## config.mk

```make
export PLATFORM = sky130hd
export DESIGN_NAME = sect_cache
export DESIGN_NICKNAME = d
export VERILOG_FILES = /design/src/rtl/sect_cache_pkg.sv /design/src/rtl/sect_tag_store.sv /design/src/rtl/sect_data_store.sv /design/src/rtl/sect_fill_ctrl.sv /design/src/rtl/sect_cache.sv
export SDC_FILE = /design/constraint.sdc
export NUM_CORES = 2
export LEC_CHECK = 0
export CAP_MARGIN = 30
export CELL_PAD_IN_SITES_DETAIL_PLACEMENT = 1
export CELL_PAD_IN_SITES_GLOBAL_PLACEMENT = 2
export CORE_MARGIN = 3
export CORE_UTILIZATION = 47
export CTS_BUF_LIST = sky130_fd_sc_hd__clkbuf_2
export DETAILED_ROUTE_END_ITERATION = 8
export GPL_TIMING_DRIVEN = 1
export PLACE_DENSITY_LB_ADDON = 0.3
export SYNTH_ARGS = -nofsm -noshare
export SYNTH_HDL_FRONTEND = slang
export SYNTH_SLANG_ARGS = --single-unit
```

## constraint.sdc

```tcl
create_clock -name clk -period 5.2 [get_ports clk]
set_clock_uncertainty 0.1 [all_clocks]
set_input_delay 0.78 -clock clk [delete_from_list [all_inputs] [get_ports clk]]
set_output_delay 0.78 -clock clk [all_outputs]
set_load 0.03 [all_outputs]
```

## src/rtl/sect_cache_pkg.sv

```systemverilog
// Shared types for the sectored read cache.
package sect_cache_pkg;
    // Fill sequencer states.
    typedef enum logic [1:0] {
        FILL_IDLE = 2'd0,
        FILL_REQ  = 2'd1,
        FILL_WAIT = 2'd2
    } fill_state_t;
endpackage

```

## src/rtl/sect_tag_store.sv

```systemverilog
// Per-sector tag and per-subsector valid bits.
// Lookup is combinational. An allocate rewrites a sector's tag and clears
// all its valid bits. A fill sets one valid bit.
// Assumes allocate and fill never target the same cycle (the fill sequencer
// serialises them).
module sect_tag_store #(
    parameter int NUM_SECTORS = 8,
    parameter int SUBS        = 4,
    parameter int TAG_W       = 10,
    localparam int IDX_W      = $clog2(NUM_SECTORS),
    localparam int SUB_W      = $clog2(SUBS)
) (
    input  logic             clk,
    input  logic             rst_n,
    input  logic [IDX_W-1:0] lk_idx,
    input  logic [SUB_W-1:0] lk_sub,
    input  logic [TAG_W-1:0] lk_tag,
    output logic             tag_match,
    output logic             sub_valid,
    input  logic             alloc_en,
    input  logic [IDX_W-1:0] alloc_idx,
    input  logic [TAG_W-1:0] alloc_tag,
    input  logic             fill_en,
    input  logic [IDX_W-1:0] fill_idx,
    input  logic [SUB_W-1:0] fill_sub
);
    logic [TAG_W-1:0] tag_q   [NUM_SECTORS];
    logic [SUBS-1:0]  valid_q [NUM_SECTORS];

    // Update tags and valid bits on reset, allocation and fill.
    always_ff @(posedge clk) begin
        for (int s = 0; s < NUM_SECTORS; s++) begin
            if (!rst_n) begin
                tag_q[s]   <= '0;
                valid_q[s] <= '0;
            end else if (alloc_en && alloc_idx == IDX_W'(s)) begin
                tag_q[s]   <= alloc_tag;
                valid_q[s] <= '0;
            end else if (fill_en && fill_idx == IDX_W'(s)) begin
                valid_q[s][fill_sub] <= 1'b1;
            end
        end
    end

    // Combinational lookup for the incoming request.
    always_comb begin
        tag_match = (tag_q[lk_idx] == lk_tag);
        sub_valid = valid_q[lk_idx][lk_sub];
    end
endmodule

```

## src/rtl/sect_data_store.sv

```systemverilog
// Data array holding one subsector-wide line per (sector, subsector) pair.
// Read is combinational, write is a full line. Contents are not reset, and
// validity is tracked by the tag store.
module sect_data_store #(
    parameter int NUM_LINES = 32,
    parameter int LINE_W    = 64,
    localparam int PTR_W    = $clog2(NUM_LINES)
) (
    input  logic              clk,
    input  logic [PTR_W-1:0]  rd_ptr,
    output logic [LINE_W-1:0] rd_line,
    input  logic              wr_en,
    input  logic [PTR_W-1:0]  wr_ptr,
    input  logic [LINE_W-1:0] wr_line
);
    logic [LINE_W-1:0] mem_q [NUM_LINES];

    // Write a fetched subsector.
    always_ff @(posedge clk) begin
        if (wr_en) mem_q[wr_ptr] <= wr_line;
    end

    // Read the line addressed by the current request.
    assign rd_line = mem_q[rd_ptr];
endmodule

```

## src/rtl/sect_fill_ctrl.sv

```systemverilog
// Miss sequencer: latches the missing address, raises one memory request,
// waits for the response and signals the fill. Only one fetch in flight.
// Assumes the memory answers every accepted request exactly once.
module sect_fill_ctrl
    import sect_cache_pkg::*;
#(
    parameter int ADDR_W = 16,
    parameter int OFF_W  = 1
) (
    input  logic              clk,
    input  logic              rst_n,
    input  logic              req_fire,
    input  logic              req_hit,
    input  logic [ADDR_W-1:0] req_addr,
    input  logic              mem_req_ready,
    input  logic              mem_rsp_valid,
    output logic              ctrl_idle,
    output logic              mem_req_valid,
    output logic [ADDR_W-1:0] mem_req_addr,
    output logic              fill_en,
    output logic [ADDR_W-1:0] miss_addr
);
    fill_state_t       state_q;
    logic [ADDR_W-1:0] miss_addr_q;

    // Advance the miss sequence and hold the missing address.
    always_ff @(posedge clk) begin
        if (!rst_n) begin
            state_q     <= FILL_IDLE;
            miss_addr_q <= '0;
        end else begin
            case (state_q)
                FILL_IDLE: if (req_fire && !req_hit) begin
                    miss_addr_q <= req_addr;
                    state_q     <= FILL_REQ;
                end
                FILL_REQ:  if (mem_req_ready) state_q <= FILL_WAIT;
                FILL_WAIT: if (mem_rsp_valid) state_q <= FILL_IDLE;
                default:   state_q <= FILL_IDLE;
            endcase
        end
    end

    // Decode outputs from the state.
    always_comb begin
        ctrl_idle     = (state_q == FILL_IDLE);
        mem_req_valid = (state_q == FILL_REQ);
        fill_en       = (state_q == FILL_WAIT) && mem_rsp_valid;
        mem_req_addr  = {miss_addr_q[ADDR_W-1:OFF_W], {OFF_W{1'b0}}};
        miss_addr     = miss_addr_q;
    end
endmodule

```

## src/rtl/sect_cache.sv

```systemverilog
// Sectored direct-mapped read cache. One tag per sector, one valid bit per
// subsector, fills of a single subsector per miss.
// Assumes all count parameters are powers of two and at least 2.
module sect_cache #(
    parameter int ADDR_W          = 16,
    parameter int DATA_W          = 32,
    parameter int NUM_SECTORS     = 8,
    parameter int SUBS_PER_SECTOR = 4,
    parameter int WORDS_PER_SUB   = 2,
    localparam int OFF_W  = $clog2(WORDS_PER_SUB),
    localparam int SUB_W  = $clog2(SUBS_PER_SECTOR),
    localparam int IDX_W  = $clog2(NUM_SECTORS),
    localparam int TAG_W  = ADDR_W - IDX_W - SUB_W - OFF_W,
    localparam int PTR_W  = IDX_W + SUB_W,
    localparam int LINE_W = WORDS_PER_SUB * DATA_W
) (
    input  logic              clk,
    input  logic              rst_n,
    input  logic              cpu_req_valid,
    input  logic [ADDR_W-1:0] cpu_req_addr,
    output logic              cpu_ready,
    output logic              cpu_rsp_valid,
    output logic              cpu_rsp_hit,
    output logic [DATA_W-1:0] cpu_rsp_data,
    output logic              mem_req_valid,
    input  logic              mem_req_ready,
    output logic [ADDR_W-1:0] mem_req_addr,
    input  logic              mem_rsp_valid,
    input  logic [LINE_W-1:0] mem_rsp_data
);
    logic              ctrl_idle, req_fire, tag_match, sub_valid, req_hit;
    logic              alloc_en, fill_en;
    logic [ADDR_W-1:0] miss_addr;
    logic [LINE_W-1:0] rd_line;

    // Request field decode and hit decision.
    assign cpu_ready = ctrl_idle;
    assign req_fire  = cpu_req_valid && ctrl_idle;
    assign req_hit   = tag_match && sub_valid;
    assign alloc_en  = req_fire && !tag_match;

    sect_tag_store #(
        .NUM_SECTORS (NUM_SECTORS),
        .SUBS        (SUBS_PER_SECTOR),
        .TAG_W       (TAG_W)
    ) tags_i (
        .clk       (clk),
        .rst_n     (rst_n),
        .lk_idx    (cpu_req_addr[OFF_W+SUB_W +: IDX_W]),
        .lk_sub    (cpu_req_addr[OFF_W +: SUB_W]),
        .lk_tag    (cpu_req_addr[ADDR_W-1 -: TAG_W]),
        .tag_match (tag_match),
        .sub_valid (sub_valid),
        .alloc_en  (alloc_en),
        .alloc_idx (cpu_req_addr[OFF_W+SUB_W +: IDX_W]),
        .alloc_tag (cpu_req_addr[ADDR_W-1 -: TAG_W]),
        .fill_en   (fill_en),
        .fill_idx  (miss_addr[OFF_W+SUB_W +: IDX_W]),
        .fill_sub  (miss_addr[OFF_W +: SUB_W])
    );

    sect_data_store #(
        .NUM_LINES (NUM_SECTORS * SUBS_PER_SECTOR),
        .LINE_W    (LINE_W)
    ) data_i (
        .clk     (clk),
        .rd_ptr  (cpu_req_addr[OFF_W +: PTR_W]),
        .rd_line (rd_line),
        .wr_en   (fill_en),
        .wr_ptr  (miss_addr[OFF_W +: PTR_W]),
        .wr_line (mem_rsp_data)
    );

    sect_fill_ctrl #(
        .ADDR_W (ADDR_W),
        .OFF_W  (OFF_W)
    ) fill_i (
        .clk           (clk),
        .rst_n         (rst_n),
        .req_fire      (req_fire),
        .req_hit       (req_hit),
        .req_addr      (cpu_req_addr),
        .mem_req_ready (mem_req_ready),
        .mem_rsp_valid (mem_rsp_valid),
        .ctrl_idle     (ctrl_idle),
        .mem_req_valid (mem_req_valid),
        .mem_req_addr  (mem_req_addr),
        .fill_en       (fill_en),
        .miss_addr     (miss_addr)
    );

    // Register the response: a hit word, or the missed word from the fill.
    always_ff @(posedge clk) begin
        if (!rst_n) begin
            cpu_rsp_valid <= 1'b0;
            cpu_rsp_hit   <= 1'b0;
            cpu_rsp_data  <= '0;
        end else begin
            cpu_rsp_valid <= (req_fire && req_hit) || fill_en;
            cpu_rsp_hit   <= req_fire && req_hit;
            if (fill_en)
                cpu_rsp_data <= mem_rsp_data[miss_addr[OFF_W-1:0]*DATA_W +: DATA_W];
            else if (req_fire && req_hit)
                cpu_rsp_data <= rd_line[cpu_req_addr[OFF_W-1:0]*DATA_W +: DATA_W];
        end
    end
endmodule

```

==> insert_results.sql <==
INSERT INTO impl_metrics (metric_group, metric, value, unit) VALUES
('flow_run', 'max_cap_violations', '0', ''),
('synthesis', 'synth_enable_flop_cells', '2160', ''),
('timing', 'finalSetupViolations', '0', ''),
('cts', 'clk_transition_reported_paths', '0.11', 'ns'),
('critical_path', 'worst-setup-path-type', 'reg -> out', ''),
('route', 'wl', '257000', 'um'),
('critical_path', 'startpoint_type', 'flip-flop', ''),
('route', 'vias_per_cell', '6.18', ''),
('timing', 'relSlewSlack', '16.9', '%'),
('critical_path', 'critPathBufInv', '1', ''),
('critical_path', 'worst_r2r_endpoint', 'cpu_rsp_data[13]', ''),
('synthesis', 'postSynthRegisterBits', '2212', ''),
('synthesis', 'yosys_most_used_dff', 'edfxtp_1', ''),
('placed_design', 'place_hpwl', '142000', 'um'),
('min_path', 'hp-class', 'in -> reg', ''),
('synthesis', 'synthesis.instances', '4028', ''),
('route', 'first_pass_iters', '5', ''),
('synthesis', 'synth.yosys.seq_area_share', '76.8', '%'),
('critical_path', 'worst-endpoint-required', '4.32', 'ns'),
('cells_and_area', 'fin_nets', '4966', ''),
('cells_and_area', 'share_of_final_layout_standard_cells_stronger_than_drive_strength_1', '33.4', '%'),
('synthesis', 'ys_top_cells_by_count', 'edfxtp_1, mux4_2, nand2_1', ''),
('critical_path', 'cpLargestDelayFamily', 'buffers and inverters', ''),
('cells_and_area', 'area_added_between_synthesis_and_finish', '14.3', '%'),
('cts', 'cts_tree', 'built', ''),
('critical_path', 'arrival', '3.27', 'ns'),
('timing', 'max_freq', '241', 'MHz'),
('die', 'floorplan.core_area', '181000', 'sq um'),
('cts', 'tritoncts.num_buffers', '577', ''),
('timing', 'period_minus_slack', '4.15', 'ns'),
('outcome', 'status', 'completed', ''),
('die', 'placement_rows', '156', ''),
('synthesis', 'postSynthNetCount', '4113', ''),
('synthesis', 'synth_area', '85900', 'sq um'),
('cts', 'ctsHoldBuffers', '139', ''),
('timing', 'worst_slew_pin_slew', '1.25', 'ns'),
('power_and_ir_drop', 'power.ir.vdd_worst', '0.000243', 'V'),
('global_routing', 'grt_remaining_overflow', '0', ''),
('placed_design', 'gp_congestion', '0.805', ''),
('critical_path', 'worst_path_max_fanout', '2', ''),
('critical_path', 'worst_path_max_delay_cell', 'clkdlybuf4s50_1', ''),
('cts', 'max-clock-path-buffers', '4', ''),
('die', 'die_area', '188000', 'sq um'),
('cts', 'cts_resized', '0', ''),
('critical_path', 'cp_slowest_stage_delay', '0.79', 'ns'),
('min_path', 'timing.hold.worst_path_depth', '2', ''),
('die', 'die_y', '433', 'um'),
('global_routing', 'grt_usage', '27.6', '%'),
('timing', 'maxSlewViolCount', '0', ''),
('cts', 'post_cts.repair.setup_buffers', '0', ''),
('critical_path', 'worstPathCellList', 'clkdlybuf4s50_1', ''),
('critical_path', 'regToRegSetupSlack', '1.43', 'ns'),
('cts', 'clkSinkCount', '2212', ''),
('global_routing', 'antenna_found_initial', '14', ''),
('power_and_ir_drop', 'p_leak', '32.4', 'nW'),
('synthesis', 'synthMostInstantiatedCell', 'edfxtp_1', ''),
('timing', 'fin_crit_sh', '79.8', '%'),
('route', 'antenna_violating_nets_post_route', '0', ''),
('route', 'drt_drc_violations_left', '0', ''),
('synthesis', 'synth_cell_types', '64', ''),
('route', 'via_count', '47100', ''),
('global_routing', 'first_global_vias', '49400', ''),
('critical_path', 'worst_setup_path_end_kind', 'output port', ''),
('min_path', 'min_delay_worst_endpoint', 'data_i.mem_q[18][43]', ''),
('synthesis', 'synth.top_cells.by_area', 'edfxtp_1, mux4_2, mux2i_1', ''),
('timing', 'finalHoldViolations', '0', ''),
('synthesis', 'yosys.area.top_type', 'edfxtp_1', ''),
('timing', 'total_negative_slack_for_setup_checks', '0', 'ns'),
('die', 'width_of_the_die', '433', 'um'),
('global_routing', 'grt_pass1_wl', '364000', 'um'),
('power_and_ir_drop', 'powerDensity', '340', 'nW/um^2');
## cell type report
class                      instances  area [sq um]
sequential                      2212         65900
tap                             2370          2970
multi-input combinational       1531         18700
fill                           16300         83000
clock inverter                   121           701
timing repair buffer             525          5500
antenna                            6          15.0
clock buffer                     831          4160
inverter                          34           188
## placed cells by master, fill, tap and decap left out, drive strengths merged, types with 27 or more instances in the layout
cell type / n
buf: 255
clkinv: 97
clkbuf: 831
a22oi: 51
edfxtp: 2160
o21ai: 53
mux2: 39
nand2: 156
o22ai: 46
a21oi: 36
a221oi: 43
dlygate4sd3: 142
mux2i: 131
nor3: 27
mux4: 533
nand2b: 30
dfxtp: 52
nor2: 144
a22o: 38
a211oi: 33
clkdlybuf4s50: 128
inv: 47
## metrics by stage
step                utilization (%)  hold WS [ns]  setup WS [ns]  area (sq um)  total power [W]
finish                         54.2         0.230           1.05         98100           0.0334
global route                   54.2        0.0650          0.849         98100           0.0348
CTS                            54.1      0.000597          0.768         98000           0.0337
detailed placement             50.6         0.354          0.632         91700           0.0220
global placement               50.5         0.343          0.526         91600           0.0220
floorplan                         -         0.335          0.300         85900           0.0211
## per-layer routing
metal	share of wire, %	GRT usage (%)	wire length, um	up-vias
met2	48	43.5	124000	2598
met3	8.7	5.79	22200	444
li1	-	-	-	18900
met1	40	38.4	103000	25200
met5	0.018	0	46	-
met4	3.1	9.87	8020	6
## worst max path at each step
| stage | start | to | slack [ns] | cells after the start |
|---|---|---|---|---|
| after floorplan | mem_rsp_valid | data_i.mem_q[27][0] | 0.30 | 6 |
| after global placement | cpu_req_addr[1] | cpu_rsp_data[5] | 0.53 | 11 |
| after detailed placement | cpu_req_addr[1] | cpu_rsp_data[5] | 0.63 | 11 |
| after CTS | cpu_rsp_data[5] | cpu_rsp_data[5] | 0.77 | 1 |
| after global routing | fill_i.state_q[0] | mem_req_valid | 0.85 | 2 |
| final | cpu_rsp_data[5] | cpu_rsp_data[5] | 1.05 | 1 |
## kinds of logic (layout without fill, tap and decap cells)
logic type / after synthesis / count (layout) / share of synthesized area, %
other: 1 / 7 / 0.00437
XOR/XNOR: 8 / 8 / 0.0816
AND/OR/NAND/NOR: 438 / 438 / 2.38
AO/OA/AOI/OAI: 381 / 381 / 3.19
multiplexers: 703 / 703 / 16.0
buffers and inverters: 285 / 1511 / 1.56
flip-flops: 2212 / 2212 / 76.8
## state kept, by name (all words and copies together), names as in the netlist
name and cells:
cpu_rsp_valid 1, cpu_rsp_data 32, fill_i.miss_addr 16, fill_i.state_q 2
tags_i.valid_q 32, cpu_rsp_hit 1, data_i.mem_q 2048, tags_i.tag_q 80
## where the power goes
| group | internal [W] | total, W | leakage, nW | switching [W] |
|---|---|---|---|---|
| Clock | 0.00462 | 0.0117 | 3.80 | 0.00705 |
| Sequential | 0.0196 | 0.0196 | 20.0 | 0.0000488 |
| Combinational | 0.000846 | 0.00208 | 8.62 | 0.00124 |
## worst register-to-register path, delay by kind of cell (launching register included)
family	cells	cell delay [ns]
AND/OR/NAND/NOR	2	1.04
buffers and inverters	1	0.61
AO/OA/AOI/OAI	3	0.62
multiplexers	2	0.64
flip-flops	1	0.41
XOR/XNOR	1	0.12
(Power assumes the default switching activity.)
